`src/rtl/sdref_pkg.sv`:
```
package sdref_pkg;
  typedef enum logic [1:0] {
    CMD_NOP  = 2'b00,
    CMD_PREA = 2'b01,
    CMD_REF  = 2'b10
  } cmd_e;

  typedef enum logic [3:0] {
    ST_IDLE, ST_PREA, ST_PRE_WAIT, ST_REF, ST_RFC_WAIT,
    ST_SRE, ST_SR, ST_SRX, ST_PD, ST_PDX
  } state_e;
endpackage

```
`src/rtl/sdref_tick_timer.sv`:
```
module sdref_tick_timer #(
  parameter int PERIOD = 390
) (
  input  logic clk_i,
  input  logic rst_ni,
  input  logic pause_i,
  output logic tick_o
);
  localparam int W = $clog2(PERIOD);
  localparam logic [W-1:0] LAST = W'(PERIOD - 1);

  logic [W-1:0] cnt_q;

  // pause holds the count at zero so the period restarts on resume
  always_ff @(posedge clk_i or negedge rst_ni) begin
    if (!rst_ni)           cnt_q <= '0;
    else if (pause_i)      cnt_q <= '0;
    else if (cnt_q == LAST) cnt_q <= '0;
    else                   cnt_q <= cnt_q + 1'b1;
  end

  assign tick_o = !pause_i && (cnt_q == LAST);
endmodule

```
`src/rtl/sdref_backlog.sv`:
```
module sdref_backlog #(
  parameter int MAX = 8
) (
  input  logic clk_i,
  input  logic rst_ni,
  input  logic inc_i,
  input  logic dec_i,
  input  logic clr_i,
  output logic nz_o,
  output logic full_o
);
  localparam int W = $clog2(MAX + 1);
  localparam logic [W-1:0] TOP = W'(MAX);

  logic [W-1:0] cnt_q;

  always_ff @(posedge clk_i or negedge rst_ni) begin
    if (!rst_ni) cnt_q <= '0;
    else if (clr_i) cnt_q <= '0;
    else begin
      case ({inc_i, dec_i})
        2'b10:   if (cnt_q != TOP) cnt_q <= cnt_q + 1'b1;
        2'b01:   if (cnt_q != '0) cnt_q <= cnt_q - 1'b1;
        default: cnt_q <= cnt_q;
      endcase
    end
  end

  assign nz_o   = (cnt_q != '0);
  assign full_o = (cnt_q == TOP);
endmodule

```
`src/rtl/sdref_down_cnt.sv`:
```
module sdref_down_cnt #(
  parameter int W = 4
) (
  input  logic         clk_i,
  input  logic         rst_ni,
  input  logic         load_i,
  input  logic [W-1:0] val_i,
  output logic         zero_o
);
  logic [W-1:0] cnt_q;

  always_ff @(posedge clk_i or negedge rst_ni) begin
    if (!rst_ni)           cnt_q <= '0;
    else if (load_i)       cnt_q <= val_i;
    else if (cnt_q != '0)  cnt_q <= cnt_q - 1'b1;
  end

  assign zero_o = (cnt_q == '0);
endmodule

```
`src/rtl/sdref_sequencer.sv`:
```
module sdref_sequencer
  import sdref_pkg::*;
#(
  parameter int REF_INTERVAL = 390,  // cycles per average refresh period
  parameter int MAX_BACKLOG  = 8,
  parameter int TRFC_CYC     = 4,    // >= 2
  parameter int TRP_CYC      = 2,    // >= 2
  parameter int TXSNR_CYC    = 12,   // >= 1
  parameter int TXSRD_CYC    = 200,
  parameter int CKE_MIN_CYC  = 2     // >= 2
) (
  input  logic       clk_i,
  input  logic       rst_ni,
  input  logic       sched_req_i,
  input  logic       banks_open_i,
  input  logic       sr_req_i,
  input  logic       pd_req_i,
  output logic       cke_o,
  output logic [1:0] cmd_o,
  output logic       sched_gnt_o,
  output logic       read_ok_o,
  output logic       lowpwr_o
);
  localparam int M1 = (TRFC_CYC > TRP_CYC) ? TRFC_CYC : TRP_CYC;
  localparam int M2 = (TXSNR_CYC > CKE_MIN_CYC) ? TXSNR_CYC : CKE_MIN_CYC;
  localparam int WAIT_MAX = (M1 > M2) ? M1 : M2;
  localparam int WAIT_W = $clog2(WAIT_MAX + 1);
  localparam int RD_W   = $clog2(TXSRD_CYC + 1);

  localparam logic [WAIT_W-1:0] LD_RFC  = WAIT_W'(TRFC_CYC - 2);
  localparam logic [WAIT_W-1:0] LD_TRP  = WAIT_W'(TRP_CYC - 2);
  localparam logic [WAIT_W-1:0] LD_XSNR = WAIT_W'(TXSNR_CYC - 1);
  localparam logic [WAIT_W-1:0] LD_PD   = WAIT_W'(CKE_MIN_CYC - 1);
  localparam logic [WAIT_W-1:0] LD_SR   = WAIT_W'(CKE_MIN_CYC - 2);
  localparam logic [RD_W-1:0]   LD_RD   = RD_W'(TXSRD_CYC);

  state_e state_q, state_d;
  logic   goal_sr_q, goal_sr_d;
  cmd_e   cmd;
  logic   wait_ld, rd_ld, wait_zero, rd_zero;
  logic [WAIT_W-1:0] wait_val;
  logic   tick, bl_nz, bl_full, bl_dec, bl_clr, pause;

  assign pause = (state_q == ST_SRE) || (state_q == ST_SR);

  sdref_tick_timer #(.PERIOD(REF_INTERVAL)) u_timer (
    .clk_i, .rst_ni, .pause_i(pause), .tick_o(tick)
  );

  sdref_backlog #(.MAX(MAX_BACKLOG)) u_backlog (
    .clk_i, .rst_ni, .inc_i(tick), .dec_i(bl_dec), .clr_i(bl_clr),
    .nz_o(bl_nz), .full_o(bl_full)
  );

  sdref_down_cnt #(.W(WAIT_W)) u_wait (
    .clk_i, .rst_ni, .load_i(wait_ld), .val_i(wait_val), .zero_o(wait_zero)
  );

  sdref_down_cnt #(.W(RD_W)) u_rd_hold (
    .clk_i, .rst_ni, .load_i(rd_ld), .val_i(LD_RD), .zero_o(rd_zero)
  );

  always_comb begin
    state_d   = state_q;
    goal_sr_d = goal_sr_q;
    cmd       = CMD_NOP;
    wait_ld   = 1'b0;
    wait_val  = '0;
    rd_ld     = 1'b0;
    bl_dec    = 1'b0;
    bl_clr    = 1'b0;
    case (state_q)
      ST_IDLE: begin
        // priority: forced refresh, scheduler, self-refresh, owed refresh, power-down
        if (bl_full || (!sched_req_i && (sr_req_i || bl_nz))) begin
          goal_sr_d = !bl_full && sr_req_i;
          if (banks_open_i)   state_d = ST_PREA;
          else if (goal_sr_d) state_d = ST_SRE;
          else                state_d = ST_REF;
        end else if (!sched_req_i && pd_req_i) begin
          state_d  = ST_PD;
          wait_ld  = 1'b1;
          wait_val = LD_PD;
        end
      end
      ST_PREA: begin
        cmd      = CMD_PREA;
        state_d  = ST_PRE_WAIT;
        wait_ld  = 1'b1;
        wait_val = LD_TRP;
      end
      ST_PRE_WAIT: if (wait_zero) state_d = goal_sr_q ? ST_SRE : ST_REF;
      ST_REF: begin
        cmd      = CMD_REF;
        bl_dec   = 1'b1;
        state_d  = ST_RFC_WAIT;
        wait_ld  = 1'b1;
        wait_val = LD_RFC;
      end
      ST_RFC_WAIT: if (wait_zero) state_d = ST_IDLE;
      ST_SRE: begin
        cmd      = CMD_REF;  // refresh code with clock enable low
        bl_clr   = 1'b1;
        state_d  = ST_SR;
        wait_ld  = 1'b1;
        wait_val = LD_SR;
      end
      ST_SR: if (wait_zero && !sr_req_i) begin
        state_d  = ST_SRX;
        wait_ld  = 1'b1;
        wait_val = LD_XSNR;
        rd_ld    = 1'b1;
      end
      ST_SRX: if (wait_zero) state_d = ST_IDLE;
      ST_PD: if (wait_zero && (!pd_req_i || bl_full)) state_d = ST_PDX;
      ST_PDX: state_d = ST_IDLE;
      default: state_d = ST_IDLE;
    endcase
  end

  always_ff @(posedge clk_i or negedge rst_ni) begin
    if (!rst_ni) begin
      state_q   <= ST_IDLE;
      goal_sr_q <= 1'b0;
    end else begin
      state_q   <= state_d;
      goal_sr_q <= goal_sr_d;
    end
  end

  assign cke_o       = !((state_q == ST_SRE) || (state_q == ST_SR) || (state_q == ST_PD));
  assign lowpwr_o    = (state_q == ST_SR) || (state_q == ST_PD);
  assign cmd_o       = cmd;
  assign sched_gnt_o = (state_q == ST_IDLE) && !bl_full;
  assign read_ok_o   = sched_gnt_o && rd_zero;
endmodule

```
`config.mk`:
```
export PLATFORM = sky130hd
export DESIGN_NAME = sdref_sequencer
export DESIGN_NICKNAME = d
export VERILOG_FILES = /design/src/rtl/sdref_pkg.sv /design/src/rtl/sdref_tick_timer.sv /design/src/rtl/sdref_backlog.sv /design/src/rtl/sdref_down_cnt.sv /design/src/rtl/sdref_sequencer.sv
export SDC_FILE = /design/constraint.sdc
export NUM_CORES = 1
export LEC_CHECK = 0
export ABC_CLOCK_PERIOD_IN_PS = 2600
export BUFFER_PORTS_ARGS = -buffer_cell sky130_fd_sc_hd__buf_2
export CORE_UTILIZATION = 55
export DETAILED_ROUTE_END_ITERATION = 10
export GPL_ROUTABILITY_DRIVEN = 0
export PLACE_DENSITY = 0.73
export SLEW_MARGIN = 20
export SYNTH_ARGS = -nofsm -noshare
export SYNTH_HDL_FRONTEND = slang
export SYNTH_SLANG_ARGS = --single-unit
```
`constraint.sdc`:
```
create_clock -name clk_i -period 2.6 [get_ports clk_i]
set_input_delay 0.26 -clock clk_i [delete_from_list [all_inputs] [get_ports clk_i]]
set_output_delay 0.26 -clock clk_i [all_outputs]
set_load 0.005 [all_outputs]
```
==> results.md <==
* Fraction of layout cells with a size suffix above 1 at 0.173
* RSZ-0062 raised after global routing: no
* Post-Synthesis Cells at 223
* CTS H-Tree Depth at 2
* CP Class: flop to flop
* Antenna cells at 0
* Setup Skew at just over 0.005 ns
* Wire per inst at roughly 16 um
* Most common cell after layout, fill and taps aside: dfrtp_1
* Clock latency on the worst-skew pair at 0.28 ns
* Worst Path Max Fanout at 6
* Status: completed
* Unique masters post-synth at 58
* # Max-Cap Violations at 0
* Seq/Total Area, Yosys at 0.365
* CP Launch Point: u_timer.cnt_q[1]
* Main combinational cell family by area after synthesis: simple AND/OR/NAND/NOR gates
* Initial antenna violation count at 0
* Flop2flop setup slack at 0.21 ns
* CTS max path bufs at 2
* Number of synthesized flops with an enable pin at 0
* Worst setup SP type: flop
* Post-synth top flop: dfrtp_1
* Multiplexer share of the synthesized area at 0.0347
* Vias per cell at around 6
* Tcrit/Tclk final at 0.918
* HP Class: input port to async pin
* Worst VDD drop at 0.435 mV
* Dpl hpwl at roughly 3200 um
* Syn nets at 237
* DRC at 0
* Setup TNS at 0 ns
* Final min period at about 2.4 ns
* Final Util at 0.655
* Largest net degree at the start of global routing at 31
* Routed WL at 4410 um
* Syn Area/Cell at 9.22 um2
* Die outline height at 63.1 um
* Root buffer cell: clkbuf_8
* Number of warnings issued by yosys at 0
* Via count of the first global-routing pass at about 1,700
* ANT nets after route at 0
* Reg2Reg Depth at 9
* Crit-path most repeated cell: ha_1
* Worst path arrival time at 2.54 ns
* Worst EP required at around 2.8 ns
* First-pass GRT wire length at 7690 um
* Clk slew on worst S/H paths at 0.06 ns
* Post-cts hold buffer count at 0
* Final #Nets at 250
* Fmax at 419 MHz
* Area Growth Syn to Fin at 10.5%
* Final Hold Viols at 0
* CP Capture Point: u_backlog.cnt_q[3]
* I/O Pins at 12
* Die Footprint at 0.00399 mm2
* DR pass1 iterations at 5
* Setup violations, final at 0
* Worst relative slew slack at 0.564
* Worst R2R End: u_backlog.cnt_q[3]
* Xor/xnor cell area share of the yosys netlist at 0.0682
* Critical Path End Type: flop
* Vias at between 1,500 and 2,000
* Post-synthesis simple-gate area fraction at 0.248
* Synth Area in Compound Gates at 0.187
* Worst path cell trace: inv_1, ha_1, nand4bb_4, o21a_2, ha_1, a31oi_1, a2111oi_0, a22o_1, o32ai_1
* Initial core utilization at 0.593
* P_leak at 1.00 nW
* Asr flop ratio synth at 1.00
* Worst-Margin Slew at 0.655 ns
* Port bufs at 11
* TritonCTS clock tree: built
* DRT iter0 DRCs at 95
* Die X-Extent at 63.1 um
* GRT overflow at 0
* Reg2reg start: u_timer.cnt_q[1]
* CP max-delay cell: dfrtp_1
* Post-synthesis adder-cell area fraction at 0.0487
* Power per cell area at 1080 mW/mm2
* Std cell rows at 21
* # clock sinks at 30
* Most frequent cells in the layout: dfrtp_1, nor2_1, nand2_1
* CP max stage delay at between 0.4 and 0.5 ns
* Pins Over Slew Limit at 0
* Core area at 0.00347 mm2
* Total CTS buffers at 5
* Gr usage total at 0.247
* #FFs+latches synth at 30
* Mapped Area at 0.00206 mm2
[per-stage QoR]
stage	instances	cell area [um2]	setup slack [ns]	hold WS, ns	total power (W)
after floorplan	223	2060	0.394	-0.0356	0.00172
after global placement	275	2160	0.344	0.324	0.00197
after detailed placement	275	2160	0.183	0.336	0.00203
after CTS	283	2250	0.148	0.0332	0.00243
after global routing	283	2270	0.0743	0.0793	0.00265
final	283	2270	0.212	0.00714	0.00245
[registers in the layout, summed over array words and instances (netlist names)]
name,flops
u_backlog.cnt_q,4
u_timer.cnt_q,9
state_q,4
u_rd_hold.cnt_q,8
u_wait.cnt_q,4
goal_sr_q,1
[cells by family after synthesis]
kind of cell | count (synthesis)
DFF | 30
xor gates and xnor gates | 16
AOI/OAI and AO/OA | 50
muxes | 7
and+or+nand+nor | 89
buffers and inverters | 23
adders and majority gates | 8
[where the power goes]
part	internal, W	leakage [nW]	switching, W
clock	0.000213	0.0482	0.000167
sequential	0.000643	0.379	0.000199
combinational	0.000549	0.574	0.000678
total	0.00141	1.00	0.00104
[worst max-delay path, delay by kind of cell (launching register included)]
kind	cells	cell delay [ns]
DFF	1	0.43
buffers and inverters	1	0.09
adders and majority gates	2	0.60
AOI/OAI and AO/OA	5	0.98
and+or+nand+nor	1	0.16
[how the worst min path moves through the flow]
stage / from / end / slack, ns / cells after the start
after floorplan: rst_ni / goal_sr_q / -0.04 / 0
after global placement: rst_ni / u_wait.cnt_q[2] / 0.32 / 1
after detailed placement: rst_ni / u_wait.cnt_q[2] / 0.34 / 1
after CTS: rst_ni / u_backlog.cnt_q[3] / 0.03 / 1
after global routing: rst_ni / u_timer.cnt_q[4] / 0.08 / 1
final: rst_ni / state_q[2] / 0.007 / 1
[final cells by class]
| class | count | area [um2] |
|---|---|---|
| Sequential cell | 30 | 751 |
| Inverter | 11 | 41.3 |
| Tap cell | 46 | 57.6 |
| Fill cell | 299 | 1200 |
| Multi-Input combinational cell | 170 | 1220 |
| Clock buffer | 7 | 86.3 |
| Timing Repair Buffer | 18 | 108 |
| Clock inverter | 1 | 5.00 |
[cells in the mapped netlist (all sizes together) (2+ instances only)]
cell     instances  area share
dfrtp           30        0.37
nor2            22       0.040
nand2           16       0.029
inv             11       0.020
xor2            11       0.047
a21oi            8       0.021
ha               8       0.049
o21ai            8       0.019
nor3             7       0.023
nor4             7       0.024
buf              6       0.018
clkbuf           6       0.011
mux2i            6       0.029
nand3            6       0.015
xnor2            5       0.021
a211oi           4       0.017
nand4            4       0.012
nor2b            4       0.012
o31ai            4       0.021
and2             3      0.0091
and3             3      0.0091
nand2b           3      0.0091
nand4bb          3       0.016
o211ai           3       0.011
o21a             3       0.011
o31a             3       0.013
o32ai            3       0.013
or4              3       0.013
a2111oi          2      0.0085
o211a            2      0.0097
[routing by layer]
metal / vias to the layer above / part of all wire / GRT usage
met5: - / 0 / 0
met1: 826 / 0.43 / 0.312
met2: 60 / 0.49 / 0.413
met4: 0 / 0.020 / 0.0843
met3: 11 / 0.064 / 0.0562
li1: 840 / - / -
[repair_timing]
action	4_1_cts	5_1_grt
setup endpoints to repair	0	1
gates resized for setup	0	2
buffers inserted	0	0
Note: power is estimated with default switching activity, not from simulation.
